## config.mk

```make
export PLATFORM = sky130hd
export DESIGN_NAME = ahl_ctrl
export DESIGN_NICKNAME = d
export VERILOG_FILES = /design/src/rtl/ahl_pkg.sv /design/src/rtl/ahl_zero_judge.sv /design/src/rtl/ahl_hold_ctl.sv /design/src/rtl/ahl_aging_mon.sv /design/src/rtl/ahl_ctrl.sv
export SDC_FILE = /design/constraint.sdc
export NUM_CORES = 1
export LEC_CHECK = 0
export ABC_AREA = 1
export CAP_MARGIN = 20
export CELL_PAD_IN_SITES_DETAIL_PLACEMENT = 1
export CELL_PAD_IN_SITES_GLOBAL_PLACEMENT = 1
export CORE_MARGIN = 1.5
export CORE_UTILIZATION = 48
export DETAILED_ROUTE_END_ITERATION = 7
export DONT_BUFFER_PORTS = 1
export PLACE_DENSITY_LB_ADDON = 0.1
export SLEW_MARGIN = 10
export SYNTH_ARGS = -nofsm -noshare
export SYNTH_HDL_FRONTEND = slang
export SYNTH_SLANG_ARGS = --single-unit
```

## constraint.sdc

```tcl
create_clock -name clk -period 9.8 [get_ports clk]
set_input_delay 1.47 -clock clk [delete_from_list [all_inputs] [get_ports clk]]
set_output_delay 1.47 -clock clk [all_outputs]
set_load 0.01 [all_outputs]
```

## src/rtl/ahl_pkg.sv

```systemverilog
package ahl_pkg;
   // index of each judging block in the judgement vector
   typedef enum int {
      JUDGE_FRESH = 0,
      JUDGE_AGED  = 1
   } judge_idx_e;
   localparam int NUM_JUDGES = 2;
endpackage

```

## src/rtl/ahl_zero_judge.sv

```systemverilog
module ahl_zero_judge #(
   parameter int WIDTH = 16,
   parameter int THR   = 7
) (
   input  logic [WIDTH-1:0] operand,
   output logic             pass
);
   localparam int ZW = $clog2(WIDTH + 1);

   logic [ZW-1:0] zeros;

   always_comb begin
      zeros = '0;
      for (int i = 0; i < WIDTH; i++) begin
         zeros = zeros + ZW'(~operand[i]);
      end
   end

   // one-cycle pattern when zero count strictly exceeds the threshold
   assign pass = (zeros > ZW'(THR));
endmodule

```

## src/rtl/ahl_hold_ctl.sv

```systemverilog
module ahl_hold_ctl (
   input  logic clk,
   input  logic rst_n,
   input  logic one_cycle,
   input  logic err,
   output logic gate
);
   logic gate_q;

   always_ff @(posedge clk) begin
      if (!rst_n) begin
         gate_q <= 1'b1;
      end else begin
         // a hold ends after one cycle; an error always forces a hold
         gate_q <= (one_cycle | ~gate_q) & ~err;
      end
   end

   assign gate = gate_q;
endmodule

```

## src/rtl/ahl_aging_mon.sv

```systemverilog
module ahl_aging_mon #(
   parameter int WINDOW    = 256,
   parameter int ERR_LIMIT = 4
) (
   input  logic clk,
   input  logic rst_n,
   input  logic op_load,
   input  logic err,
   output logic aged
);
   localparam int WIN_W = (WINDOW > 2) ? $clog2(WINDOW) : 1;

   logic [WIN_W-1:0] op_cnt;
   logic             win_end;
   logic             aged_q;
   logic             hit;

   assign win_end = op_load && (op_cnt == WIN_W'(WINDOW - 1));

   always_ff @(posedge clk) begin
      if (!rst_n) begin
         op_cnt <= '0;
      end else if (op_load) begin
         op_cnt <= win_end ? '0 : op_cnt + 1'b1;
      end
   end

   generate
      if (ERR_LIMIT == 1) begin : g_single
         // the first error already reaches the limit
         assign hit = err;
      end else begin : g_count
         localparam int ECW = $clog2(ERR_LIMIT);
         logic [ECW-1:0] err_cnt;

         assign hit = err && (err_cnt == ECW'(ERR_LIMIT - 1));

         always_ff @(posedge clk) begin
            if (!rst_n) begin
               err_cnt <= '0;
            end else if (win_end) begin
               err_cnt <= '0;
            end else if (err && (err_cnt != ECW'(ERR_LIMIT - 1))) begin
               err_cnt <= err_cnt + 1'b1;
            end
         end
      end
   endgenerate

   always_ff @(posedge clk) begin
      if (!rst_n) begin
         aged_q <= 1'b0;
      end else if (hit) begin
         aged_q <= 1'b1;
      end
   end

   assign aged = aged_q;
endmodule

```

## src/rtl/ahl_ctrl.sv

```systemverilog
module ahl_ctrl #(
   parameter int WIDTH     = 16,
   parameter int ZERO_THR  = 7,
   parameter int WINDOW    = 256,
   parameter int ERR_LIMIT = 4
) (
   input  logic             clk,
   input  logic             rst_n,
   input  logic [WIDTH-1:0] mcand,
   input  logic             err_pulse,
   output logic             load_en,
   output logic             aged
);
   import ahl_pkg::*;

   generate
      if (WIDTH < 2) begin : g_bad_width
         $error("ahl_ctrl: WIDTH must be at least 2");
      end
      if (ZERO_THR < 0 || ZERO_THR + 1 >= WIDTH) begin : g_bad_thr
         $error("ahl_ctrl: ZERO_THR+1 must be below WIDTH");
      end
      if (WINDOW < 2) begin : g_bad_win
         $error("ahl_ctrl: WINDOW must be at least 2");
      end
      if (ERR_LIMIT < 1 || ERR_LIMIT > WINDOW) begin : g_bad_lim
         $error("ahl_ctrl: ERR_LIMIT must lie in 1..WINDOW");
      end
   endgenerate

   logic [NUM_JUDGES-1:0] judge;
   logic                  sel_judge;

   generate
      for (genvar g = 0; g < NUM_JUDGES; g++) begin : g_judge
         ahl_zero_judge #(
            .WIDTH(WIDTH),
            .THR  (ZERO_THR + g)
         ) u_judge (
            .operand(mcand),
            .pass   (judge[g])
         );
      end
   endgenerate

   assign sel_judge = aged ? judge[JUDGE_AGED] : judge[JUDGE_FRESH];

   ahl_hold_ctl u_hold (
      .clk      (clk),
      .rst_n    (rst_n),
      .one_cycle(sel_judge),
      .err      (err_pulse),
      .gate     (load_en)
   );

   ahl_aging_mon #(
      .WINDOW   (WINDOW),
      .ERR_LIMIT(ERR_LIMIT)
   ) u_age (
      .clk    (clk),
      .rst_n  (rst_n),
      .op_load(load_en),
      .err    (err_pulse),
      .aged   (aged)
   );
endmodule

```

==> impl_results.md <==
* Status: completed
* Final hold violations at 0
* Worst-Margin Slew at 0.357 ns
* Adder and majority cell fraction of the synthesized area at 30.7%
* Clk Latency, worst-skew pair at 0.29 ns
* Final setup margin at 5.32 ns
* Peak VDD IR at 0.0882 mV
* Mux contribution to synthesized area at 0%
* Max-cap violation count at 0
* Num rows at 15
* Synth top area share at 25.7%
* F_max at 223 MHz
* Post-Synthesis Cells at 117
* Share of cells above drive strength 1 at 7.44%
* Yosys top cell by area: dfxtp_1
* CTS root buffer: clkbuf_4
* Synth Area per Inst at 8.00 µm²
* Largest net degree at the start of global routing at 9
* Final min period at 4.48 ns
* Final Net Count at 158
* Port-buffer cells at 0
* WP buf/inv at 2
* Gpl congestion at 0.768
* HP Class: register to register
* Clock slew at reported path FFs at 0.08 ns
* Synth Area in Compound Gates at 2.67%
* Routed WL at 1640 µm
* Leak pwr at 0.508 nW
* Worst Path Max Fanout at 2
* Starting density of the core at 52.5%
* Area delta synth->final at 7.22%
* Die width at 47.2 µm
* Async set-reset flop share out of synthesis at 0%
* H-tree depth at 1
* Slew HR at 76.1%
* Hold-fix buffers, CTS at 0
* Post-CTS Resized at 0
* DIE AREA at 2220 µm²
* Syn_nets at 153
* Largest family of logic cells by synthesized area: adder cells
* IO Pins at 21
* # clock sinks at 12
* Ys flop type: dfxtp_1
* Setup Buffers After CTS at 0
* Sum of negative setup slack at 0 ns
* Post-synth EDFFs at 0
* Worst slack, placed at 4.99 ns
* Routed Antenna Nets at 0
* Crit path kind: input pin to register
* Worst path max stage delay at 0.53 ns
* WL/cell at 11.2 µm
* Height of the die at 47.2 µm
* Drt pass-1 iters at 4
* Total global routing track utilization at 19.2%
* CP Launch Type: input pin
* WP data arrival at 4.67 ns
* Final period utilization at 45.7%
* Num CTS Buffers at 3
* Warnings, synthesis at 0
* Max stage delay cell, worst path: fa_1
* Initial antenna violation count at 0
* DRC Markers at 0
* Post-synthesis register bit count at 12
* Crit path max-delay family: adder cells
* Setup Skew at 0.00642 ns
* Largest cells by area after synthesis: dfxtp_1 (26%), fa_1 (21%), inv_1 (11%)
* Crit path cell chain: fa_1 > inv_1 > fa_1 > fa_1 > fa_1 > ha_1 > inv_1 > fa_1 > nand2_1 > nor2_1 > nand2_1 > nand3_1 > nand2_1 > nand2_1 > nand2_1
* Post-synthesis sequential area ratio at 25.7%
* Post-synthesis xor/xnor area fraction at 5.61%
* Synth Area in Simple Gates at 24.5%
* Pwr/cell area at 190 nW/µm²
* Critical Path RT at 9.99 ns
* Gr ovfl total at 0
* Routed vias/inst at 4.83
* Vias in the first global route at 710
* Crit. End Element: register
* Core box area at 1780 µm²
* # diodes at 0
* Starting DRC count in detailed routing at 3
* Post-synthesis cell area at 936 µm²
* Clock Path Buffers at 2
* RSZ-0062 raised after global routing: false
* Global-route wire length before repair at 2860 µm
* Via count at 705
* Pins Over Slew Limit at 0
* Final setup viols at 0
* Post-synthesis cell type count at 19
* CTS tree: yes
* Final HPWL from detailed placement at 1400 µm
-- worst paths after layout --
check,from,end,slack (ns),cells after the start
hold reg to reg,u_age.g_count.err_cnt[1],u_age.g_count.err_cnt[1],0.47,2
setup reg to reg,u_age.op_cnt[0],u_age.op_cnt[5],8.56,5
setup / recovery,mcand[0],u_hold.gate,5.32,15
hold / removal,u_age.g_count.err_cnt[1],u_age.g_count.err_cnt[1],0.47,2
-- final cells by class --
cell class              count  area (µm²)
flip-flops and latches     12         240
clock buffers               4        36.3
well taps                  25        31.3
inverters                  27         101
fillers                   234         779
multi-input cells          78         594
-- sequential cells by signal (all words and copies together), names as in the netlist --
name                   flops
u_age.aged                 1
u_age.g_count.err_cnt      2
u_age.op_cnt               8
u_hold.gate                1
-- cell usage in the layout (no fill, tap or decap) --
cell      instances
o21ai_0           1
nor2_1           15
clkbuf_4          3
nand2_2           1
xor2_1            3
clkbuf_8          1
nor2_4            1
ha_1              7
nand4_1           1
nand2_1          21
nand4_2           1
fa_1             10
dfxtp_1          12
a21oi_1           4
nor2_2            1
inv_1            27
or2_2             1
nand3b_1          1
nand3_1           6
xnor2_1           3
nor3b_1           1
-- through the flow --
stage          cells  area (µm²)  hold WS [ns]  utilization [%]  total power, mW
4_1_cts          146        1000         0.470             56.3            0.194
3_5_place_dp     142         967         0.459             54.2            0.152
6_report         146        1000         0.467             56.3            0.191
5_1_grt          146        1000         0.513             56.3            0.211
2_1_floorplan    117         936         0.443                -            0.133
3_3_place_gp     142         967         0.453             54.2            0.147
-- cells in the mapped netlist, types with 3 or more instances --
library cell,n
a21oi_1,4
ha_1,7
xor2_1,3
xnor2_1,3
nand2_1,21
dfxtp_1,12
fa_1,10
nor2_1,15
nand3_1,6
inv_1,27
-- kinds of logic after synthesis --
logic type,Yosys count
AO/OA/AOI/OAI,5
XOR/XNOR,6
adder cells (fa/ha/maj),17
buffers and inverters,27
flip-flops,12
AND/OR/NAND/NOR,50
-- metal layers --
layer / GRT usage, % / part of all wire [%] / routed length (µm) / up-vias
li1: - / - / - / 359
met1: 20.8 / 44 / 725 / 330
met2: 33.7 / 49 / 808 / 12
met3: 6.92 / 4.0 / 65 / 4
met4: 8.33 / 2.3 / 38 / 0
met5: 0 / 0 / 0 / -
-- tightest hold or removal path, stage by stage (launching register included) --
cell and delay [ns]:
dfxtp_1 0.32, nand2_1 0.06, a21oi_1 0.05
-- power breakdown --
group	leakage [nW]	switching, mW	internal [mW]
combinational	0.389	0.0514	0.0395
sequential	0.0980	0.00581	0.0532
clock	0.0210	0.0181	0.0227
(Power assumes the default switching activity.)
